--- config.mk ---
export PLATFORM = sky130hd
export DESIGN_NAME = scb_bank
export DESIGN_NICKNAME = d
export VERILOG_FILES = /design/src/rtl/scb_pkg.sv /design/src/rtl/scb_rst_sync.sv /design/src/rtl/scb_decode.sv /design/src/rtl/scb_regfile.sv /design/src/rtl/scb_bank.sv
export SDC_FILE = /design/constraint.sdc
export NUM_CORES = 1
export LEC_CHECK = 0
export ABC_CLOCK_PERIOD_IN_PS = 15200
export BUFFER_PORTS_ARGS = -buffer_cell sky130_fd_sc_hd__buf_2
export CAP_MARGIN = 25
export CORE_AREA = 2 2 261 237
export DETAILED_ROUTE_END_ITERATION = 10
export DIE_AREA = 0 0 263 239
export PLACE_DENSITY = 0.83
export SLEW_MARGIN = 5
export SYNTH_ARGS = -nofsm -noshare
export SYNTH_HDL_FRONTEND = slang
export SYNTH_SLANG_ARGS = --single-unit
--- constraint.sdc ---
create_clock -name clk -period 15.2 [get_ports clk]
set_input_delay 0.76 -clock clk [delete_from_list [all_inputs] [get_ports clk]]
set_output_delay 0.76 -clock clk [all_outputs]
set_load 0.05 [all_outputs]
--- src/rtl/scb_pkg.sv ---
package scb_pkg;
  localparam int unsigned WORD_W = 32;
  localparam int unsigned IDX_W  = 8;

  // Order follows address bits [3:2] of the slot offset.
  typedef enum logic [1:0] {
    OP_PUT  = 2'd0,
    OP_OR   = 2'd1,
    OP_ANDN = 2'd2,
    OP_XOR  = 2'd3
  } scb_op_e;

  typedef enum logic [1:0] {
    TGT_NONE = 2'd0,
    TGT_MAIN = 2'd1,
    TGT_AUX  = 2'd2,
    TGT_ID   = 2'd3
  } scb_tgt_e;

  typedef struct packed {
    scb_tgt_e         tgt;
    logic [IDX_W-1:0] idx;
    scb_op_e          op;
  } scb_dec_t;
endpackage

--- src/rtl/scb_rst_sync.sv ---
module scb_rst_sync (
  input  logic clk,
  input  logic arst_n,
  output logic rst_n_out
);
  logic meta_q;
  logic sync_q;

  always_ff @(posedge clk or negedge arst_n) begin
    if (!arst_n) begin
      meta_q <= 1'b0;
      sync_q <= 1'b0;
    end else begin
      meta_q <= 1'b1;
      sync_q <= meta_q;
    end
  end

  assign rst_n_out = sync_q;
endmodule

--- src/rtl/scb_decode.sv ---
module scb_decode
  import scb_pkg::*;
#(
  parameter int unsigned ADDR_W    = 16,
  parameter int unsigned MAIN_BASE = 'h60,
  parameter int unsigned MAIN_N    = 8,
  parameter int unsigned AUX_BASE  = 'h200,
  parameter int unsigned AUX_N     = 4,
  parameter int unsigned ID_ADDR   = 'h800
) (
  input  logic [ADDR_W-1:0] addr,
  input  logic [3:0]        be,
  output scb_dec_t          dec
);
  localparam logic [ADDR_W-1:0] MB = ADDR_W'(MAIN_BASE);
  localparam logic [ADDR_W-1:0] ME = ADDR_W'(MAIN_BASE + MAIN_N * 16);
  localparam logic [ADDR_W-1:0] AB = ADDR_W'(AUX_BASE);
  localparam logic [ADDR_W-1:0] AE = ADDR_W'(AUX_BASE + AUX_N * 16);
  localparam logic [ADDR_W-1:0] IA = ADDR_W'(ID_ADDR);

  logic [ADDR_W-1:0] main_off;
  logic [ADDR_W-1:0] aux_off;
  logic              legal;

  assign main_off = addr - MB;
  assign aux_off  = addr - AB;
  assign legal    = (addr[1:0] == 2'b00) && (be == 4'hF);

  always_comb begin
    dec.tgt = TGT_NONE;
    dec.idx = '0;
    dec.op  = scb_op_e'(addr[3:2]);
    if (legal) begin
      if (addr == IA) begin
        dec.tgt = TGT_ID;
      end else if (addr >= MB && addr < ME) begin
        dec.tgt = TGT_MAIN;
        dec.idx = main_off[IDX_W+3:4];
      end else if (addr >= AB && addr < AE) begin
        dec.tgt = TGT_AUX;
        dec.idx = aux_off[IDX_W+3:4];
      end
    end
  end
endmodule

--- src/rtl/scb_regfile.sv ---
module scb_regfile
  import scb_pkg::*;
#(
  parameter int unsigned N        = 8,
  parameter int unsigned LOCK_BIT = 31,
  parameter logic [N*WORD_W-1:0] RST_VAL   = '0,
  parameter logic [N-1:0]        LOCK_MASK = '0,
  localparam int unsigned IW = (N > 1) ? $clog2(N) : 1
) (
  input  logic              clk,
  input  logic              rst_n,
  input  logic              wr_en,
  input  logic [IW-1:0]     wr_idx,
  input  scb_op_e           wr_op,
  input  logic [WORD_W-1:0] wr_data,
  input  logic [IW-1:0]     rd_idx,
  output logic [WORD_W-1:0] rd_data
);
  logic [N-1:0][WORD_W-1:0] words;

  for (genvar i = 0; i < N; i++) begin : g_word
    localparam logic [WORD_W-1:0] FORCE =
      LOCK_MASK[i] ? (WORD_W'(1) << LOCK_BIT) : '0;
    logic              hit;
    logic [WORD_W-1:0] q;
    logic [WORD_W-1:0] d;

    assign hit = wr_en && (wr_idx == IW'(i));

    always_comb begin
      unique case (wr_op)
        OP_PUT:  d = wr_data;
        OP_OR:   d = q | wr_data;
        OP_ANDN: d = q & ~wr_data;
        default: d = q ^ wr_data;
      endcase
      d = d | FORCE;
    end

    always_ff @(posedge clk or negedge rst_n) begin
      if (!rst_n) q <= RST_VAL[i*WORD_W +: WORD_W] | FORCE;
      else if (hit) q <= d;
    end

    assign words[i] = q;
  end

  assign rd_data = words[rd_idx];
endmodule

--- src/rtl/scb_bank.sv ---
module scb_bank
  import scb_pkg::*;
#(
  parameter int unsigned ADDR_W    = 16,
  parameter int unsigned MAIN_N    = 8,
  parameter int unsigned AUX_N     = 4,
  parameter int unsigned MAIN_BASE = 'h60,
  parameter int unsigned AUX_BASE  = 'h200,
  parameter int unsigned ID_ADDR   = 'h800,
  parameter logic [31:0] ID_VALUE  = 32'h0072_0010,
  parameter int unsigned LOCK_BIT  = 31,
  parameter logic [MAIN_N*32-1:0] MAIN_RST = {
    32'h0000_0000, 32'h0008_201B, 32'h0001_301B, 32'h0000_1FC0,
    32'h0000_2000, 32'h0000_00FF, 32'h0060_302C, 32'h0000_2042},
  parameter logic [MAIN_N-1:0] MAIN_LOCK = 8'h7F
) (
  input  logic              clk,
  input  logic              arst_n,
  input  logic              req_valid,
  output logic              req_ready,
  input  logic              req_write,
  input  logic [ADDR_W-1:0] req_addr,
  input  logic [3:0]        req_be,
  input  logic [31:0]       req_wdata,
  output logic              rsp_valid,
  output logic [31:0]       rsp_rdata
);
  localparam int unsigned MAIN_IW = (MAIN_N > 1) ? $clog2(MAIN_N) : 1;
  localparam int unsigned AUX_IW  = (AUX_N > 1) ? $clog2(AUX_N) : 1;

  logic        rst_n_sync;
  scb_dec_t    dec;
  logic        wr_acc, rd_acc;
  logic        main_we, aux_we;
  logic [31:0] main_rd, aux_rd, rd_mux;
  logic        rsp_valid_d, rsp_valid_q;
  logic [31:0] rsp_rdata_q;

  scb_rst_sync u_rst (.clk(clk), .arst_n(arst_n), .rst_n_out(rst_n_sync));

  scb_decode #(
    .ADDR_W(ADDR_W), .MAIN_BASE(MAIN_BASE), .MAIN_N(MAIN_N),
    .AUX_BASE(AUX_BASE), .AUX_N(AUX_N), .ID_ADDR(ID_ADDR)
  ) u_dec (.addr(req_addr), .be(req_be), .dec(dec));

  assign req_ready = 1'b1;
  assign wr_acc    = req_valid && req_write;
  assign rd_acc    = req_valid && !req_write;
  assign main_we   = wr_acc && (dec.tgt == TGT_MAIN);
  assign aux_we    = wr_acc && (dec.tgt == TGT_AUX);

  scb_regfile #(
    .N(MAIN_N), .LOCK_BIT(LOCK_BIT), .RST_VAL(MAIN_RST), .LOCK_MASK(MAIN_LOCK)
  ) u_main (
    .clk(clk), .rst_n(rst_n_sync), .wr_en(main_we),
    .wr_idx(dec.idx[MAIN_IW-1:0]), .wr_op(dec.op), .wr_data(req_wdata),
    .rd_idx(dec.idx[MAIN_IW-1:0]), .rd_data(main_rd)
  );

  scb_regfile #(
    .N(AUX_N), .LOCK_BIT(LOCK_BIT), .RST_VAL('0), .LOCK_MASK('0)
  ) u_aux (
    .clk(clk), .rst_n(rst_n_sync), .wr_en(aux_we),
    .wr_idx(dec.idx[AUX_IW-1:0]), .wr_op(dec.op), .wr_data(req_wdata),
    .rd_idx(dec.idx[AUX_IW-1:0]), .rd_data(aux_rd)
  );

  always_comb begin
    unique case (dec.tgt)
      TGT_MAIN: rd_mux = main_rd;
      TGT_AUX:  rd_mux = aux_rd;
      TGT_ID:   rd_mux = ID_VALUE;
      default:  rd_mux = '0;
    endcase
    rsp_valid_d = rd_acc;
  end

  always_ff @(posedge clk or negedge rst_n_sync) begin
    if (!rst_n_sync) begin
      rsp_valid_q <= 1'b0;
      rsp_rdata_q <= '0;
    end else begin
      rsp_valid_q <= rsp_valid_d;
      if (rd_acc) rsp_rdata_q <= rd_mux;
    end
  end

  assign rsp_valid = rsp_valid_q;
  assign rsp_rdata = rsp_rdata_q;
endmodule

; Word level (Yosys, flattened, before mapping)
; Cells that the tools add are included.
[totals]
reg_bits = 412
latch_bits = 0
ramBits = 0
mem_bits_ro = 0
input_bits = 56
elab_cells = 124
mem_count = 0
[classes]
addsub = 2
mul = 0
div = 0
order_cmp = 6
n_eq_ne = 17
shift = 0
muxes = 22
bitwise = 37
n_reduce_logical = 24
[ops]
columns = operator, n
row1 = 31-bit case mux with 3 select lines, 7
row2 = 32-bit case mux with 3 select lines, 6
row3 = 31-bit bitwise AND, 7
row4 = 31-bit OR, 7
row5 = 31-bit bitwise XOR, 7
row6 = 32-bit bitwise AND, 5
row7 = 32-bit OR, 5
row8 = 32-bit bitwise XOR, 5
row9 = 32-bit binary-select mux with 3-bit select, 1
row10 = 32-bit binary-select mux with 2-bit select, 1
row11 = 32-bit 2-to-1 mux, 2
row12 = 32-bit NOT, 1
row13 = 10-bit 2-to-1 mux, 3
row14 = 1-bit logical AND, 19
row15 = "16-bit by 12-bit == test with 1-bit output, second input constant", 1
row16 = "16-bit by 10-bit >= comparator with 1-bit output, second input constant", 1
row17 = "16-bit by 7-bit >= comparator with 1-bit output, second input constant", 1
row18 = "16-bit by 10-bit less-than comparator with 1-bit output, second input constant", 1
row19 = "16-bit by 8-bit less-than comparator with 1-bit output, second input constant", 1
row20 = "3-bit == test, second input constant", 4
row21 = "12-bit by 10-bit subtractor with 12-bit output, second input constant", 1
row22 = "12-bit by 7-bit subtractor with 12-bit output, second input constant", 1
row23 = "2-bit == test, second input constant", 5
row24 = 8-bit 2-to-1 mux, 1
row25 = 10 further kinds, 15

; Logic depth before layout (Yosys ltp)
[depth]
depth_word = 9
ltp_mapped = 12
depth_no_buf = 8

; Hierarchy
; Synthesis repeated with hierarchy kept, for this count alone.
[unflattened]
cells_unflattened = 3435
hier_area_um2 = 39416.6
[modules_own_cells]
columns = module, n_inst, cells_each, area_per_inst_um2, seq_area_each_um2
row1 = scb_regfile (u_main), 1, 2002, 25316.8, 6279.8
row2 = scb_regfile (u_aux), 1, 1216, 12141.6, 3203.1
row3 = scb_bank, 1, 156, 1495.2, 825.8
row4 = scb_decode, 1, 58, 409.1, 0.0
row5 = scb_rst_sync, 1, 3, 53.8, 50.0

; Least setup slack after synthesis
; No wires, ideal clock.
[synth_path]
path_kind = input -> register
startpoint = in req_addr[2]
endpoint = reg u_main.g_word[6].q[10]
setup_ns = 0.132
t_arrival_ns = 2.830
required_ns = 15.068
slack_ns = 12.238
path_stages = 12
path_buffers = 5
cell_sequence = buf_2 > nor3_4 > a2bb2oi_2 > o31a_1 > buf_6 > or2_1 > buf_6 > or4_4 > buf_6 > buf_6 > nand2_1 > o21ai_1
[synth_via]
elab_chain_len = 9
word_cells_on_any_way = 22
[synth_rtl]
columns = element, line
row1 = "start, declared", scb_bank.sv:22  ; input logic [ADDR_W-1:0] req_addr,
row2 = 16-bit by 10-bit >= comparator with 1-bit output or 16-bit by 10-bit less-than comparator with 1-bit output (tied branches), scb_decode.sv:39  ; end else if (addr >= AB && addr < AE) begin
row3 = 1-bit logical AND, scb_decode.sv:39
row4 = 10-bit 2-to-1 mux, scb_decode.sv:39
row5 = 10-bit 2-to-1 mux, scb_decode.sv:36  ; end else if (addr >= MB && addr < ME) begin
row6 = 2-bit 2-to-1 mux, scb_decode.sv:34  ; if (addr == IA) begin
row7 = 10-bit 2-to-1 mux, scb_decode.sv:33  ; if (legal) begin
row8 = 2-bit by 1-bit == test with 1-bit output, scb_bank.sv:49  ; assign main_we = wr_acc && (dec.tgt == TGT_MAIN);
row9 = 1-bit logical AND, scb_bank.sv:49
row10 = 1-bit logical AND, scb_regfile.sv:28  ; assign hit = wr_en && (wr_idx == IW'(i));
row11 = "end signal, assigned", scb_regfile.sv:41  ; if (!rst_n) q <= RST_VAL[i*WORD_W +: WORD_W] | FORCE;
row12 = "end, declared", scb_regfile.sv:25  ; logic [WORD_W-1:0] q;
; Parallel ways exist; a longest one is shown, timed or not.
; A chain may end at the register's enable or synchronous reset.

; Worst setup path in the final report
[layout_path]
startpoint = in req_addr[4]
endpoint = reg u_main.g_word[4].q[17]
[layout_via]
elab_chain_len = 9
word_cells_on_any_way = 18
[layout_rtl]
columns = element, line
row1 = 16-bit by 10-bit >= comparator with 1-bit output or 16-bit by 10-bit less-than comparator with 1-bit output (tied branches), scb_decode.sv:39
row2 = 1-bit logical AND, scb_decode.sv:39
row3 = 10-bit 2-to-1 mux, scb_decode.sv:39
row4 = 10-bit 2-to-1 mux, scb_decode.sv:36
row5 = 2-bit 2-to-1 mux, scb_decode.sv:34
row6 = 10-bit 2-to-1 mux *, scb_decode.sv:33
row7 = 2-bit by 1-bit == test with 1-bit output, scb_bank.sv:49
row8 = 1-bit logical AND, scb_bank.sv:49
row9 = 1-bit logical AND *, scb_regfile.sv:28
row10 = "end signal, assigned", scb_regfile.sv:41
row11 = "end, declared", scb_regfile.sv:25
; Every way passes the cells marked *; elsewhere a longest branch is shown, timed or not.

==> results by group <==
Clocking
  • CTS tree: done
  • H-Tree Depth: 2
  • Root Buffer: clkbuf_16
  • TritonCTS Buffers: 48
  • Maximum clock insertion buffer count: 3
  • Worst skew pair latency: about 0.60 ns
  • Register clock-pin slew on the reported worst setup and hold paths: about 0.06 ns
  • Number of clock sinks: 412

Global route
  • Pin count of the biggest net entering global routing: ~290
  • Total global routing overflow: 0
  • Gr usage total: between 30 and 40%
  • Number of global-route vias before repair: roughly 32000
  • First-pass GRT wire length: 169400 um
  • Initial antenna violation count: 4

Setup path
  • Peak fanout along the critical path: between 50 and 60
  • Critical path capture point type: register
  • Critical R2R Launch: u_rst.rst_n_out
  • Signal arrival time at the worst endpoint: around 4.9 ns
  • Worst r2r path cells: 3
  • Crit path required time: about 16 ns
  • Reg2reg setup slack: approximately 13 ns
  • Critical path class: primary input to register
  • Worst Setup Start Kind: primary input
  • Reg-to-reg endpoint: u_main.g_word[3].q[13]

Route
  • Starting DRT DRC Count: about 3300
  • Via/cell ratio: roughly 6.3
  • DR WL/cell: ~19 um
  • Final ANT Viol Nets: 0
  • DR DRC count: 0
  • Detailed Route WL: between 100000 and 150000 um
  • DRT Pass-1 Iters: 7
  • Via count: between 30000 and 40000

Power
  • Total power: between 2000 and 3000 uW
  • Worst VDD drop: 0.07807 mV
  • Static Leak: 0.01968 uW
  • Pwr dens: 65.11 nW/um^2

Synth
  • Post-synth ARST share: between 90% and 100%
  • Post-Syn Area: around 39000 um^2
  • Synth warnings: 0
  • Post-synth EDFFs: 0
  • Yosys reg bits: 412
  • Post-synth cell types: 60
  • Post-synth top flop: dfrtp_1
  • Sequential area share after synthesis: a little over a quarter
  • Avg Cell Area, Syn: 8.001 um^2
  • Cells after Synth: 4842

Min path
  • Hold WC Path Type: register to async pin

Finish
  • Final Core Density: between 60% and 70%
  • Share of cells above drive strength 1: under 10%
  • Synth-to-layout area growth: 5.116%
  • Storage cell area: 10360 um^2
  • Post-layout nets: 5456
  • Multi-input gate area: 25410 um^2
  • Fillcell total: about 5000

Floorplanning
  • Die Y: 239 um
  • Die width: approximately 260 um
  • Core ar.: 60470 um^2
  • Initial Util: 64.06%
  • FP Rows: 86
  • IO Pins: 90
  • Die Area: 62860 um^2

STA
  • Clock Skew: about 0.012 ns
  • Worst slew pin tran: 1.159 ns
  • RSZ-0062 raised after global routing: false
  • Worst slew margin: a little under a quarter
  • F_max: approximately 230 MHz
  • Final Hold Viols: 0
  • Final setup viols: 0
  • Part of the cycle the worst path needs: ~29%
  • Period minus WS final: about 4.4 ns
  • Final Slew Violations: 0
  • Setup TNS: 0 ns

Flow run
  • Max Cap Violations: 0

Outcome
  • Status: completed

Placed design
  • GP Congestion: approximately 0.83
  • Port bufs: a little under 90
  • Hpwl dp: slightly below 60000 um
## power by group
part	switching (uW)	internal (uW)
clock	507	648
sequential	2.58	1100
combinational	265	131
total	775	1880
## worst max-delay path by stage
stage / end / startpoint / cells past startpoint
floorplan: rsp_rdata[0] / u_rst.rst_n_out / 0
global placement: u_main.g_word[4].q[0] / req_addr[4] / 9
detailed placement: u_main.g_word[4].q[1] / req_addr[4] / 9
CTS: u_main.g_word[4].q[1] / req_addr[4] / 9
global route: u_main.g_word[4].q[1] / req_addr[3] / 9
finish: u_main.g_word[4].q[17] / req_addr[4] / 9
## per-layer routing
metal	global-route usage, %	up-vias	wire length [um]
li1	-	16312	-
met1	44.36	16337	44620
met2	53.37	1302	47940
met3	4.275	279	8013
met4	13.02	2	4055
met5	0	-	13
## synthesized netlist by cell type (16+ instances only)
cell type  count  area share, %
nor3_1       400            5.2
nand3_1       22           0.28
ha_1         755             24
nand2_1      490            4.7
a221o_1       16           0.41
o21ai_0      450            5.8
mux2i_1       72            1.9
dfstp_2       39            2.6
buf_1         24           0.23
o221ai_1      19           0.43
and2_1        16           0.26
a211oi_1     253            4.9
a221oi_1      32           0.72
o21ai_1       31           0.40
a21oi_1      469            6.1
dfrtp_1      373             24
inv_1        413            4.0
nand4_1       19           0.31
clkbuf_1     312            3.0
nor2_1       119            1.2
nor2b_1      377            6.1
buf_2         32           0.41
## cell families after synthesis
group / synth area share, %
AOI/OAI and AO/OA: 20.55
buffers and inverters: 7.952
DFF: 26.74
muxes: 1.860
and+or+nand+nor: 18.50
adders and majority gates: 24.38
other: 0.009680
## critical path: stages
cell	delay, ns
buf_6	0.55
nor3_4	0.08
a2bb2oi_2	0.24
o31a_2	0.83
a221o_4	0.67
nand4_1	0.75
buf_4	0.61
a211oi_1	0.27
a21oi_1	0.07
## through the flow
stage | hold slack (ns) | cell area (um^2) | cells | worst slack [ns]
after floorplan | 0.3312 | 38740 | 4843 | 2.935
after global placement | 0.3361 | 39120 | 5380 | 10.35
after detailed placement | 0.3403 | 39150 | 5382 | 10.22
after CTS | 0.3536 | 40650 | 5470 | 10.82
after global routing | 0.3763 | 40720 | 5476 | 10.59
final | 0.3477 | 40720 | 5476 | 10.76
## sequential cells by signal, indices dropped and copies added, names as in the netlist
name / count
u_rst.meta_q: 1
u_aux.g_word.q: 128
rsp_rdata: 32
u_rst.rst_n_out: 1
rsp_valid: 1
u_main.g_word.q: 249
## layout by cell type, fill, tap and decap left out, types with 6 or more instances in the layout
| cell type | instances |
|---|---|
| ha_1 | 755 |
| nand2_1 | 484 |
| a21oi_1 | 469 |
| o21ai_0 | 450 |
| inv_1 | 413 |
| nor3_1 | 400 |
| nor2b_1 | 377 |
| dfrtp_1 | 372 |
| a211oi_1 | 253 |
| nor2_1 | 117 |
| buf_2 | 85 |
| mux2i_1 | 72 |
| clkbuf_16 | 49 |
| dfstp_2 | 39 |
| a221oi_1 | 32 |
| o21ai_1 | 31 |
| buf_4 | 31 |
| nand3_1 | 22 |
| nand4_1 | 19 |
| o221ai_1 | 19 |
| clkbuf_1 | 18 |
| a221o_1 | 15 |
| a31oi_1 | 15 |
| and2_1 | 14 |
| clkinv_2 | 10 |
| a222oi_1 | 9 |
| a21o_1 | 9 |
| a221oi_2 | 9 |
| clkbuf_8 | 8 |
| nand2_4 | 6 |
| buf_12 | 6 |
## final cells by class
class | count | area share, %
repair buffers | 130 | 2.237
clock buffers | 75 | 3.447
inverters | 413 | 3.807
diodes | 2 | 0.01229
multi-input cells | 3640 | 62.40
flip-flops and latches | 412 | 25.45
well taps | 792 | 2.433
clock inverters | 12 | 0.2151
## what timing repair did
action,4_1_cts,5_1_grt
hold buffers,1,0
gates resized for setup,0,0
setup buffers,0,0
endpoints found under the hold margin,2,0
No activity file was read; power rests on OpenSTA's default activity.
